$ cat config.mk
export PLATFORM = sky130hd
export DESIGN_NAME = lp_turnaround_seq
export DESIGN_NICKNAME = d
export VERILOG_FILES = /design/src/rtl/lta_pkg.sv /design/src/rtl/lta_span.sv /design/src/rtl/lta_timer.sv /design/src/rtl/lta_drive.sv /design/src/rtl/lp_turnaround_seq.sv
export SDC_FILE = /design/constraint.sdc
export NUM_CORES = 1
export LEC_CHECK = 0
export CORE_AREA = 5 5 96 98
export DETAILED_ROUTE_END_ITERATION = 7
export DIE_AREA = 0 0 101 103
export GPL_TIMING_DRIVEN = 0
export PLACE_DENSITY = 0.53
export SYNTH_ARGS = -nofsm -noshare
export SYNTH_HDL_FRONTEND = slang
export SYNTH_SLANG_ARGS = --single-unit
export TNS_END_PERCENT = 1
$ cat constraint.sdc
create_clock -name clk -period 5.65 [get_ports clk]
set_input_delay 0.8475 -clock clk [delete_from_list [all_inputs] [get_ports clk]]
set_output_delay 0.8475 -clock clk [all_outputs]
set_load 0.005 [all_outputs]
$ cat src/rtl/lta_pkg.sv
package lta_pkg;

    localparam logic [1:0] LP_STOP   = 2'b11;
    localparam logic [1:0] LP_MARK   = 2'b10;
    localparam logic [1:0] LP_BRIDGE = 2'b00;

    typedef enum logic [3:0] {
        ST_OWN_IDLE,
        ST_REQ_MARK,
        ST_REQ_BRIDGE,
        ST_GO_BRIDGE,
        ST_REL_WAIT,
        ST_RX_IDLE,
        ST_ARMED,
        ST_SURE,
        ST_GET_BRIDGE,
        ST_GET_MARK
    } lta_state_e;

endpackage

$ cat src/rtl/lta_span.sv
module lta_span
    import lta_pkg::*;
#(
    parameter int LPX_W = 8,
    parameter int CNT_W = 13
) (
    input  lta_state_e        state,
    input  logic [LPX_W-1:0]  lpx_cycles,
    input  logic              sure_long,
    output logic [CNT_W-1:0]  span
);
    logic [LPX_W-1:0] lpx_eff;
    logic [2:0]       mult;

    assign lpx_eff = (lpx_cycles == '0) ? LPX_W'(1) : lpx_cycles;

    always_comb begin
        unique case (state)
            ST_REQ_MARK:   mult = 3'd1;
            ST_REQ_BRIDGE: mult = 3'd1;
            ST_GO_BRIDGE:  mult = 3'd4;
            ST_SURE:       mult = sure_long ? 3'd2 : 3'd1;
            ST_GET_BRIDGE: mult = 3'd5;
            ST_GET_MARK:   mult = 3'd1;
            default:       mult = 3'd0;
        endcase
    end

    assign span = CNT_W'(mult) * CNT_W'(lpx_eff);

endmodule

$ cat src/rtl/lta_timer.sv
module lta_timer #(
    parameter int TO_W  = 12,
    parameter int CNT_W = 13
) (
    input  logic              clk,
    input  logic              rst_n,
    input  logic              clr,
    input  logic [CNT_W-1:0]  span,
    input  logic [TO_W-1:0]   timeout_cycles,
    output logic              span_done,
    output logic              to_hit
);
    logic [CNT_W-1:0] cnt;
    logic [CNT_W-1:0] cnt_inc;

    assign cnt_inc = cnt + CNT_W'(1);

    always_ff @(posedge clk or negedge rst_n) begin
        if (!rst_n)          cnt <= '0;
        else if (clr)        cnt <= '0;
        else if (cnt != '1)  cnt <= cnt_inc;
    end

    assign span_done = (cnt_inc == span);
    assign to_hit    = (cnt_inc >= CNT_W'(timeout_cycles));

    AST_CNT_MONOTONIC: assert property (@(posedge clk) disable iff (!rst_n)
        !$past(clr) |-> cnt >= $past(cnt));

endmodule

$ cat src/rtl/lta_drive.sv
module lta_drive
    import lta_pkg::*;
(
    input  lta_state_e  state,
    output logic [1:0]  tx_lp,
    output logic        tx_oe,
    output logic        owns_dir
);
    always_comb begin
        unique case (state)
            ST_OWN_IDLE:   begin tx_lp = LP_STOP;   tx_oe = 1'b1; owns_dir = 1'b1; end
            ST_REQ_MARK:   begin tx_lp = LP_MARK;   tx_oe = 1'b1; owns_dir = 1'b1; end
            ST_REQ_BRIDGE: begin tx_lp = LP_BRIDGE; tx_oe = 1'b1; owns_dir = 1'b1; end
            ST_GO_BRIDGE:  begin tx_lp = LP_BRIDGE; tx_oe = 1'b1; owns_dir = 1'b1; end
            ST_GET_BRIDGE: begin tx_lp = LP_BRIDGE; tx_oe = 1'b1; owns_dir = 1'b0; end
            ST_GET_MARK:   begin tx_lp = LP_MARK;   tx_oe = 1'b1; owns_dir = 1'b0; end
            default:       begin tx_lp = LP_BRIDGE; tx_oe = 1'b0; owns_dir = 1'b0; end
        endcase
    end

endmodule

$ cat src/rtl/lp_turnaround_seq.sv
module lp_turnaround_seq
    import lta_pkg::*;
#(
    parameter int LPX_W        = 8,
    parameter int TO_W         = 12,
    parameter bit OWN_AT_RESET = 1'b1
) (
    input  logic              clk,
    input  logic              rst_n,
    input  logic [LPX_W-1:0]  lpx_cycles,
    input  logic              sure_long,
    input  logic [TO_W-1:0]   timeout_cycles,
    input  logic              ta_req,
    input  logic [1:0]        rx_lp,
    output logic [1:0]        tx_lp,
    output logic              tx_oe,
    output logic              owns_dir,
    output logic              to_err
);
    localparam int SPAN_W = LPX_W + 3;
    localparam int CNT_W  = ((SPAN_W > TO_W) ? SPAN_W : TO_W) + 1;
    localparam lta_state_e RESET_ST = OWN_AT_RESET ? ST_OWN_IDLE : ST_RX_IDLE;

    lta_state_e        state, nxt;
    logic [CNT_W-1:0]  span;
    logic              span_done, to_hit, fire_err, err_q;

    lta_span #(.LPX_W(LPX_W), .CNT_W(CNT_W)) u_span (
        .state(state), .lpx_cycles(lpx_cycles), .sure_long(sure_long), .span(span)
    );

    lta_timer #(.TO_W(TO_W), .CNT_W(CNT_W)) u_timer (
        .clk(clk), .rst_n(rst_n), .clr(nxt != state), .span(span),
        .timeout_cycles(timeout_cycles), .span_done(span_done), .to_hit(to_hit)
    );

    lta_drive u_drive (
        .state(state), .tx_lp(tx_lp), .tx_oe(tx_oe), .owns_dir(owns_dir)
    );

    // state register
    always_ff @(posedge clk or negedge rst_n) begin
        if (!rst_n) state <= RESET_ST;
        else        state <= nxt;
    end

    // next state and timeout decision
    always_comb begin
        nxt      = state;
        fire_err = 1'b0;
        unique case (state)
            ST_OWN_IDLE:   if (ta_req && rx_lp == LP_STOP) nxt = ST_REQ_MARK;
            ST_REQ_MARK:   if (span_done) nxt = ST_REQ_BRIDGE;
            ST_REQ_BRIDGE: if (span_done) nxt = ST_GO_BRIDGE;
            ST_GO_BRIDGE:  if (span_done) nxt = ST_REL_WAIT;
            ST_REL_WAIT: begin
                if (rx_lp == LP_STOP) nxt = ST_RX_IDLE;
                else if (to_hit) begin
                    nxt      = ST_RX_IDLE;
                    fire_err = 1'b1;
                end
            end
            ST_RX_IDLE:    if (rx_lp == LP_MARK) nxt = ST_ARMED;
            ST_ARMED: begin
                if (rx_lp == LP_BRIDGE) nxt = ST_SURE;
                else if (rx_lp != LP_MARK) nxt = ST_RX_IDLE;
                else if (to_hit) begin
                    nxt      = ST_RX_IDLE;
                    fire_err = 1'b1;
                end
            end
            ST_SURE:       if (span_done) nxt = ST_GET_BRIDGE;
            ST_GET_BRIDGE: if (span_done) nxt = ST_GET_MARK;
            ST_GET_MARK:   if (span_done) nxt = ST_OWN_IDLE;
            default:       nxt = ST_RX_IDLE;
        endcase
    end

    // registered error pulse
    always_ff @(posedge clk or negedge rst_n) begin
        if (!rst_n) err_q <= 1'b0;
        else        err_q <= fire_err;
    end
    assign to_err = err_q;

    AST_OWN_DRIVES: assert property (@(posedge clk) disable iff (!rst_n)
        owns_dir |-> tx_oe);
    AST_RELEASE_AFTER_BRIDGE: assert property (@(posedge clk) disable iff (!rst_n)
        $fell(tx_oe) |-> ($past(tx_lp) == LP_BRIDGE && !owns_dir));
    AST_TAKE_WITH_BRIDGE: assert property (@(posedge clk) disable iff (!rst_n)
        $rose(tx_oe) |-> (tx_lp == LP_BRIDGE && !owns_dir));
    AST_OWN_FROM_MARK: assert property (@(posedge clk) disable iff (!rst_n)
        $rose(owns_dir) |-> (tx_lp == LP_STOP && $past(tx_lp) == LP_MARK));
    AST_ERR_SINGLE: assert property (@(posedge clk) disable iff (!rst_n)
        to_err |=> !to_err);
    AST_ERR_UNDRIVEN: assert property (@(posedge clk) disable iff (!rst_n)
        to_err |-> (!tx_oe && !owns_dir));
    AST_REQ_NEEDS_STOP: assert property (@(posedge clk) disable iff (!rst_n)
        ($past(tx_lp) == LP_STOP && $past(owns_dir) && $past(rx_lp) != LP_STOP)
        |-> tx_lp == LP_STOP);

endmodule

==> Word-level counts from Yosys, hierarchy flattened <==
Cells that the tools add are included.
{ "op_classes": {"n_addsub": 1, "mul": 1, "n_lt_le_gt_ge": 1, "n_eq_ne": 15, "muxes": 26, "n_reduce_logical": 9} }
{ "op_table": {"columns": ["op", "n"], "rows": [
  ["4-bit two-way mux", 12],
  ["4-bit one-hot mux with 10 select lines", 1],
  ["13-bit two-way mux", 2],
  ["4-bit by 3-bit equality test with 1-bit output, second input constant", 4],
  ["13-bit by 1-bit adder with 13-bit output, second input constant", 1],
  ["13-bit by 11-bit equality test with 1-bit output", 1],
  ["13-bit by 12-bit >= comparator with 1-bit output", 1],
  ["13-bit inequality test, second input constant", 1],
  ["3-bit one-hot mux with 4 select lines", 1],
  ["3-bit by 8-bit multiplier with 11-bit output", 1],
  ["4-bit by 2-bit equality test with 1-bit output, second input constant", 2],
  ["4-bit equality test, second input constant", 2],
  ["8-bit logical NOT", 1],
  ["8-bit two-way mux", 1],
  ["1-bit two-way mux", 6],
  ["6-bit OR reduction", 1],
  ["2-bit equality test, second input constant", 2],
  ["4-bit by 1-bit equality test with 1-bit output, second input constant", 1],
  ["4-bit logical NOT", 1],
  ["4-bit inequality test", 1],
  ["2-bit one-hot mux with 2 select lines", 1],
  ["4-bit OR reduction", 1],
  ["3-bit OR reduction", 1],
  ["2-bit logical NOT", 1],
  ["other kinds (6)", 6]
]} }
{ "word_totals": {"regBits": 18, "in_bits": 26} }

==> Logic depth before layout (Yosys ltp) <==
Gate-level depths: netlist (run 1).
{ "depth": {"word_depth": 9, "mapped_depth": 18, "depth_no_buf": 16} }

==> Modules after synthesis <==
From an unflattened synthesis (run 1), not the netlist that was laid out.
{ "hier_totals": {"hier_cells": 319, "hier_area_um2": 2538.7} }
{ "modules_own_cells": {"columns": ["module", "n_inst", "cells_each", "area_per_inst_um2", "seq_area_each_um2"], "rows": [
  ["lta_timer", 1, 160, 1342.5, 325.3],
  ["lta_span", 1, 99, 711.9, 0.0],
  ["lp_turnaround_seq", 1, 55, 446.7, 125.1],
  ["lta_drive", 1, 5, 37.5, 0.0]
]} }

==> Least setup slack after synthesis (run 1) <==
No wires, ideal clock.
{ "synth_timing": {"kind": "flip-flop to flip-flop", "start": "reg state[1]", "end": "reg state[0]", "arrival_time_ps": 4482, "t_required_ps": 5521, "path_slack_ps": 1040, "path_stages_with_launch": 16, "path_buffers": 2, "synth_period_minus_slack_ps": 4610, "path_cell_list": "dfrtp_1 -> clkbuf_1 -> clkbuf_1 -> nand2_1 -> nor4b_1 -> and2_1 -> fa_1 -> ha_1 -> and3_1 -> o21ai_1 -> a221oi_1 -> or3b_1 -> a2111oi_4 -> nand3_2 -> and3_4 -> a2111o_1"} }
{ "synth_between": {"elab_chain_cells": 7, "word_cells_on_any_way": 21} }
{ "synth_rtl": {"columns": ["element", "line_no", "source"], "rows": [
  ["start, declared", "lp_turnaround_seq.sv:24", "lta_state_e state, nxt;"],
  ["start signal, assigned", "lp_turnaround_seq.sv:44", "else state <= nxt;"],
  ["4-bit equality test (tied with other cells)", "lta_span.sv:18, lp_turnaround_seq.sv:51", null],
  ["3-bit OR reduction (no line)", null, null],
  ["3-bit one-hot mux with 4 select lines", "lta_span.sv:18", "unique case (state)"],
  ["3-bit by 8-bit multiplier with 11-bit output", "lta_span.sv:29", "assign span = CNT_W'(mult) * CNT_W'(lpx_eff);"],
  ["13-bit by 11-bit equality test with 1-bit output", "lta_timer.sv:24", "assign span_done = (cnt_inc == span);"],
  ["4-bit two-way mux (tied with other cells)", "lp_turnaround_seq.sv:74", "ST_GET_MARK: if (span_done) nxt = ST_OWN_IDLE;"],
  ["4-bit one-hot mux with 10 select lines (*)", "lp_turnaround_seq.sv:51", "unique case (state)"],
  ["named net nxt[0]", "lp_turnaround_seq.sv:24", null]
]} }
The timed path passes the listed nets; every way through them passes the cells marked *.
A chain may end at the register's enable or synchronous reset.

==> Worst setup path in the final report (run 1) <==
{ "layout_timing": {"start": "in sure_long", "end": "reg u_timer.cnt[9]"} }
{ "layout_between": {"elab_chain_cells": 8, "word_cells_on_any_way": 14} }
{ "layout_rtl": {"columns": ["element", "line_no", "source"], "rows": [
  ["start, declared", "lp_turnaround_seq.sv:11", "input logic sure_long,"],
  ["2-bit two-way mux (*)", "lta_span.sv:22", "ST_SURE: mult = sure_long ? 3'd2 : 3'd1;"],
  ["3-bit one-hot mux with 4 select lines (*)", "lta_span.sv:18", null],
  ["3-bit by 8-bit multiplier with 11-bit output (*)", "lta_span.sv:29", null],
  ["13-bit by 11-bit equality test with 1-bit output (*)", "lta_timer.sv:24", null],
  ["4-bit two-way mux (tied with other cells)", "lp_turnaround_seq.sv:74", null],
  ["4-bit one-hot mux with 10 select lines (*)", "lp_turnaround_seq.sv:51", null],
  ["4-bit inequality test (*)", "lp_turnaround_seq.sv:33", ".clk(clk), .rst_n(rst_n), .clr(nxt != state), .span(span),"],
  ["13-bit two-way mux / 2-bit nonzero test (equally long branches)", null, null],
  ["end signal, assigned", "lta_timer.sv:21", "else if (cnt != '1) cnt <= cnt_inc;"],
  ["end, declared", "lta_timer.sv:13", "logic [CNT_W-1:0] cnt;"]
]} }
Mark *: on every way between the ends. The rest lies on a longest branch, timed or not.

==> results.sh, run 1 <==
export IMPL_status="completed"
export IMPL_synth_edf_count=0
export IMPL_synth_area_sq_um=2630
export IMPL_dpl_cell_count=469
export IMPL_ctsHoldBuffers=0
export IMPL_fin_nets=422
export IMPL_synth_area_leaders="dfrtp_1 (17%), ha_1 (11%), fa_1 (5.3%), nor2_1 (5.3%), and2_1 (5.0%)"
export IMPL_initial_core_util_pct=31.4
export IMPL_numCtsBuffers=3
export IMPL_die_x_um=101
export IMPL_clock_sinks=18
export IMPL_routed_via_density=5.25
export IMPL_critPathKind="in2reg"
export IMPL_ys_warn_count=0
export IMPL_avgSynthCellArea_sq_um=7.96
export IMPL_maxCapViolCount=0
export IMPL_fp_dieH_um=103
export IMPL_cp_required_ps=5780
export IMPL_globalplace_congestion=0.849
export IMPL_worst_pin_slew_ps=1070
export IMPL_cp_num_buf_inv=3
export IMPL_synth_cell_types=50
export IMPL_grt_usage_pct=14.0
export IMPL_grt_pass1_wl_um=11700
export IMPL_powerDensity_nw_per_um2=390
export IMPL_grt_max_degree=19
export IMPL_final_layout_size_suffix_gt1_share_pct=4.66
export IMPL_clock_skew_ps=5.54
export IMPL_die_area_sq_um=10400
export IMPL_setup_tns_final_ps=0
export IMPL_clock_path_buffers=2
export IMPL_synth_seq_cells=18
export IMPL_worst_slack_ps=392
export IMPL_dr_pass1_iters=4
export IMPL_cp_end_kind="flop"
export IMPL_wirelength_um=6950
export IMPL_io_pins=31
export IMPL_antennaDiodeCount=0
export IMPL_ir_worst_vdd_mv=0.137
export IMPL_synth_common_cells="nor2_1 (37), inv_1 (25), ha_1 (23)"
export IMPL_instances_no_fill=473
export IMPL_avgRoutedWirePerCell_um=14.7
export IMPL_dp_hpwl_um=5630
export IMPL_slew_headroom_pct=28.2
export IMPL_via_count=2484
export IMPL_fillCellCount=855
export IMPL_slowest_stage="fa_1"
export IMPL_arrival_ps=5390
export IMPL_grt_antenna_before_repair=0
export IMPL_clk_pin_slew_ps=80
export IMPL_row_count=34
export IMPL_drc=0
export IMPL_overflow=0
export IMPL_htreeDepth=1
export IMPL_core_sq_um=8380
export IMPL_area_delta_synth_final_pct=19.4
export IMPL_io_buffers=30
export IMPL_setup_viol=0
export IMPL_startpoint_type="input pin"
export IMPL_synth_ff_type="dfrtp_1"
export IMPL_critPathMaxFanout=7
export IMPL_ys_seq_area_share_pct=17.1
export IMPL_cts_tree="yes"
export IMPL_hold_ws_ps=711
export IMPL_path_delay_family="compound AO/OA/AOI/OAI gates"
export IMPL_slowest_delay_ps=490
export IMPL_worstPathCellList="clkdlybuf4s50_1, and3b_1, o211ai_1, nand2_1, and2_1, fa_1, ha_1, inv_1, fa_1, xnor3_1, xnor2_1, nor4_1, inv_1, a2111oi_4, a31oi_1, o21ai_2, o211ai_1"
export IMPL_clk_latency_ps=260
export IMPL_hp_class="reg2reg"
export IMPL_min_period_ps=5260
export IMPL_synth_largest_area_cell="dfrtp_1"
export IMPL_pre_cts_slack_ps=-226
export IMPL_cts_root_buf="clkbuf_8"
export IMPL_synth_nets=387
export IMPL_hold_viol=0
export IMPL_grt_pass1_vias=2414
export IMPL_p_leak_nw=1.40
export IMPL_synthMostInstantiatedCell="nor2_1"
export IMPL_ant_nets=0
export IMPL_rsz0062_at_grt="no"
export IMPL_timing_final_max_slew_violations=0
export IMPL_final_period_utilization_pct=93.1
export IMPL_netlist_instances=331
export IMPL_fmax_mhz=190
export IMPL_drt_initial_drc_count=118
export IMPL_synthArstFlopShare_pct=100
export IMPL_yosys_area_top_type_share_pct=17.1
## layer usage
metal | GRT usage (%) | share of wire [%]
met5 | 0 | 0
met4 | 3.99 | 1.2
met3 | 1.08 | 3.2
met2 | 24.3 | 50
met1 | 18.6 | 46
## what timing repair did
item,4_1_cts,5_1_grt
endpoints found under the setup margin,6,6
setup buffers,0,0
cloned,0,0
gates resized for setup,1,2
## worst paths after layout
| path | from | end | slack [ps] | depth (start not counted) |
|---|---|---|---|---|
| min reg2reg | u_timer.cnt[1]$_DFFE_PN0P_ | u_timer.cnt[1]$_DFFE_PN0P_ | 710 | 2 |
| min in group asynchronous | rst_n | to_err$_DFF_PN0_ | 1090 | 1 |
| max in group asynchronous | rst_n | u_timer.cnt[10]$_DFFE_PN0P_ | 4010 | 1 |
| max reg2reg | state[0]$_DFF_PN0_ | u_timer.cnt[9]$_DFFE_PN0P_ | 440 | 17 |
| max | sure_long | u_timer.cnt[9]$_DFFE_PN0P_ | 390 | 17 |
| min | u_timer.cnt[1]$_DFFE_PN0P_ | u_timer.cnt[1]$_DFFE_PN0P_ | 710 | 2 |
## cell type report
cell class	count	area [sq um]	area share, %
Timing Repair Buffer	30	300	9.55
Buffer	13	50.0	1.59
Multi-Input combinational cell	275	2060	65.5
Clock buffer	4	55.1	1.75
Sequential cell	18	450	14.3
Tap cell	108	135	4.30
Inverter	25	93.8	2.98
## flip-flops by register name (all words and copies together) (netlist names)
signal       count
u_timer.cnt     13
state            4
to_err           1
## report_power, final
part | switching, W | total (W) | internal, W
Clock | 0.0000483 | 0.000110 | 0.0000621
Combinational | 0.000488 | 0.000875 | 0.000386
Sequential | 0.0000662 | 0.000241 | 0.000174
Total | 0.000603 | 0.00123 | 0.000623
## cells by family (layout without fill, tap and decap cells)
group / after synthesis / count (layout) / share of synthesized area, %
DFF: 18 / 18 / 17.1
xor gates and xnor gates: 29 / 29 / 12.3
muxes: 1 / 1 / 0.380
AOI/OAI and AO/OA: 72 / 72 / 19.3
adders and majority gates: 30 / 30 / 16.2
and+or+nand+nor: 143 / 143 / 29.2
buffers and inverters: 38 / 72 / 5.46
## cells in the final DEF, fill, tap and decap left out, types with 3 or more instances in the layout
| cell type | synthesis | final |
|---|---|---|
| o211ai_1 | 11 | 11 |
| nor2b_1 | 3 | 3 |
| a32oi_1 | 5 | 5 |
| ha_1 | 23 | 23 |
| xnor2_1 | 15 | 15 |
| xnor3_1 | 4 | 4 |
| nand2b_1 | 5 | 5 |
| xor2_1 | 9 | 9 |
| clkbuf_1 | 12 | 12 |
| a21oi_1 | 16 | 16 |
| nand2_1 | 18 | 18 |
| nor4_1 | 4 | 4 |
| inv_1 | 25 | 25 |
| and2_1 | 21 | 21 |
| o21ai_1 | 3 | 3 |
| a31oi_1 | 4 | 4 |
| dfrtp_1 | 18 | 18 |
| nand3_1 | 20 | 20 |
| fa_1 | 7 | 7 |
| nor3_1 | 10 | 10 |
| o21ai_0 | 12 | 12 |
| nand4_1 | 10 | 10 |
| clkbuf_8 | 0 | 4 |
| clkdlybuf4s50_1 | 0 | 30 |
| nor2_1 | 37 | 37 |
| a21o_1 | 8 | 8 |
## metrics by stage
step / power [W] / util (%) / instance area (sq um)
floorplan: 0.000894 / - / 2630
global placement: 0.00111 / 36.6 / 3070
detailed placement: 0.00111 / 36.6 / 3070
CTS: 0.00123 / 37.4 / 3130
global route: 0.00135 / 37.5 / 3140
finish: 0.00123 / 37.5 / 3140
## worst min-delay path: stages (launching register included)
cell,delay (ps)
dfrtp_1,390
mux2i_1,120
o21ai_0,160
Note: power is estimated with default switching activity, not from simulation.
==> inputs of run 2 (changes only) <==
--- a/config.mk
+++ b/config.mk
@@ -5,9 +5,9 @@
 export SDC_FILE = /design/constraint.sdc
 export NUM_CORES = 1
 export LEC_CHECK = 0
-export CORE_AREA = 5 5 96 98
+export CORE_AREA = 2 2 93 95
 export DETAILED_ROUTE_END_ITERATION = 7
-export DIE_AREA = 0 0 101 103
+export DIE_AREA = 0 0 95 97
 export GPL_TIMING_DRIVEN = 0
 export PLACE_DENSITY = 0.53
 export SYNTH_ARGS = -nofsm -noshare
==> constraint.sdc (replaced) <==
create_clock -name clk -period 6.3 [get_ports clk]
set_input_delay 0.945 -clock clk [delete_from_list [all_inputs] [get_ports clk]]
set_output_delay 0.945 -clock clk [all_outputs]
set_load 0.005 [all_outputs]
==> run 2 against run 1 <==
Net effect:
- global-route usage rose by 2.0 points
- register-to-register slack better by 410 ps
- non-clock buffer count unchanged
- critical path depth decreased by 2
- hold slack improved by 17 ps
- wire length is 0.63% higher
- clock skew is 1.8 ps higher
- first-iteration DRC count rose by 27%
- final cell count fell by 0.63%
- power is 10% lower
- core utilization rose by 0.92 points
==> results.sh, run 2 (same netlist as run 1, synthesis figures left out) <==
export IMPL_timing_final_max_slew_violations=0
export IMPL_ir_worst_vdd_mv=0.0991
export IMPL_final_common_cell="nor2_1"
export IMPL_clock_path_buffers=2
export IMPL_cts_root_buf="clkbuf_8"
export IMPL_cp_end_kind="flop"
export IMPL_fillCellCount=851
export IMPL_setup_viol=0
export IMPL_die_x_um=95
export IMPL_row_count=33
export IMPL_htreeDepth=1
export IMPL_rsz0062_at_grt="no"
export IMPL_clk_latency_ps=260
export IMPL_ant_nets=0
export IMPL_top_layer_used="met4"
export IMPL_hold_viol=0
export IMPL_io_pins=31
export IMPL_initial_core_util_pct=32.4
export IMPL_min_period_ps=5450
export IMPL_instances_no_fill=470
export IMPL_dr_pass1_iters=4
export IMPL_final_period_utilization_pct=86.5
export IMPL_area_delta_synth_final_pct=18.7
export IMPL_largest_reg_flops=13
export IMPL_clock_sinks=18
export IMPL_drc=0
export IMPL_fp_dieH_um=97
export IMPL_via_count=2510
export IMPL_worst_slack_ps=852
export IMPL_globalplace_congestion=0.844
export IMPL_critPathKind="reg2reg"
export IMPL_final_layout_size_suffix_gt1_share_pct=4.38
export IMPL_wl_met2_um=3410
export IMPL_postCtsSetupBuffers=0
export IMPL_hp_class="reg2reg"
export IMPL_worst_pin_slew_ps=1030
export IMPL_core_sq_um=8130
export IMPL_cp_required_ps=6430
export IMPL_dp_hpwl_um=5690
export IMPL_overflow=0
export IMPL_setup_tns_final_ps=0
export IMPL_wirelength_um=7000
export IMPL_die_area_sq_um=9220
export IMPL_clk_pin_slew_ps=80
export IMPL_startpoint_type="flop"
export IMPL_drt_initial_drc_count=150
export IMPL_dpl_cell_count=466
export IMPL_ctsHoldBuffers=0
export IMPL_wl_met3_um=272
export IMPL_routed_via_density=5.34
export IMPL_p_leak_nw=1.40
export IMPL_powerDensity_nw_per_um2=351
export IMPL_grt_usage_pct=15.9
export IMPL_arrival_ps=5580
export IMPL_slew_headroom_pct=31.0
export IMPL_cts_tree="yes"
export IMPL_cts_resized_gates=0
export IMPL_critPathMaxFanout=10
export IMPL_fin_nets=422
export IMPL_io_buffers=30
export IMPL_placed_cell_area_sq_um=3070
export IMPL_grt_max_degree=19
export IMPL_pre_cts_slack_ps=150
export IMPL_clock_skew_ps=7.32
export IMPL_avgRoutedWirePerCell_um=14.9
export IMPL_grt_pass1_vias=2404
export IMPL_maxCapViolCount=0
export IMPL_most_common_layout_cells="nor2_1 (37), clkdlybuf4s50_1 (30), inv_1 (25)"
export IMPL_grt_antenna_before_repair=0
export IMPL_antennaDiodeCount=0
export IMPL_grt_pass1_wl_um=11900
export IMPL_regMostFlops="u_timer.cnt"
export IMPL_numCtsBuffers=3
export IMPL_fmax_mhz=184
export IMPL_status="completed"
export IMPL_wl_met1_um=3260
export IMPL_final_cell_area_sq_um=3130
-- run 2: cell counts in the layout (fill, tap and decap cells not counted) --
Identical to the previous run, type by type.
-- run 2: worst paths after layout --
path                                                  from                     endpoint  slack (ps)  cells after the start
worst max-delay path                    state[1]$_DFF_PN0_   u_timer.cnt[3]$_DFFE_PN0P_         850                     15
worst min register to register  u_timer.cnt[1]$_DFFE_PN0P_   u_timer.cnt[1]$_DFFE_PN0P_         730                      2
worst min-delay path            u_timer.cnt[1]$_DFFE_PN0P_   u_timer.cnt[1]$_DFFE_PN0P_         730                      2
min in group asynchronous                            rst_n             to_err$_DFF_PN0_        1180                      1
max in group asynchronous                            rst_n  u_timer.cnt[10]$_DFFE_PN0P_        4580                      1
worst max register to register          state[1]$_DFF_PN0_   u_timer.cnt[3]$_DFFE_PN0P_         850                     15
-- run 2: where the power goes --
group | switching, W | internal, W | total [W]
Combinational | 0.000441 | 0.000346 | 0.000786
Clock | 0.0000418 | 0.0000556 | 0.0000975
Sequential | 0.0000585 | 0.000156 | 0.000215
-- run 2: metal layers --
| layer | track usage (%) | up-vias |
|---|---|---|
| li1 | - | 1252 |
| met1 | 22.8 | 1183 |
| met2 | 26.1 | 69 |
| met3 | 1.17 | 6 |
| met4 | 3.46 | 0 |
| met5 | 0 | - |
-- run 2: worst max-delay path, stage by stage (launching register included) --
cell and delay, ps:
dfrtp_1 320, clkbuf_1 310, clkbuf_1 360, nand2_1 140, nor4b_2 670, and2_1 250, fa_1 430, ha_1 360
and3_1 200, o21ai_1 210, a221oi_1 160, or3b_1 430, a2111oi_4 520, a31oi_1 340, o21ai_2 440, o21ai_0 160
-- run 2: area by class of cell --
class,instances,area [sq um],area share (%)
plain buffers,13,50.0,1.60
multi-input cells,275,2050,65.4
repair buffers,30,300,9.60
well taps,105,131,4.20
flip-flops and latches,18,450,14.4
inverters,25,93.8,3.00
clock buffers,4,55.1,1.76
-- run 2: per-stage QoR --
step | power [W] | hold slack (ps) | utilization, %
2_1_floorplan | 0.000802 | 615 | -
3_3_place_gp | 0.000995 | 700 | 37.7
3_5_place_dp | 0.00100 | 713 | 37.7
4_1_cts | 0.00110 | 728 | 38.4
5_1_grt | 0.00121 | 761 | 38.4
6_report | 0.00110 | 728 | 38.4
==> inputs of run 3 (changes only) <==
--- a/config.mk
+++ b/config.mk
@@ -6,6 +6,7 @@
 export NUM_CORES = 1
 export LEC_CHECK = 0
 export CORE_AREA = 2 2 93 95
+export CTS_BUF_LIST = sky130_fd_sc_hd__clkbuf_4 sky130_fd_sc_hd__clkbuf_8
 export DETAILED_ROUTE_END_ITERATION = 7
 export DIE_AREA = 0 0 95 97
 export GPL_TIMING_DRIVEN = 0
==> results of run 3 <==
Same layout as run 2: the final DEF is identical, and so are final timing and power.
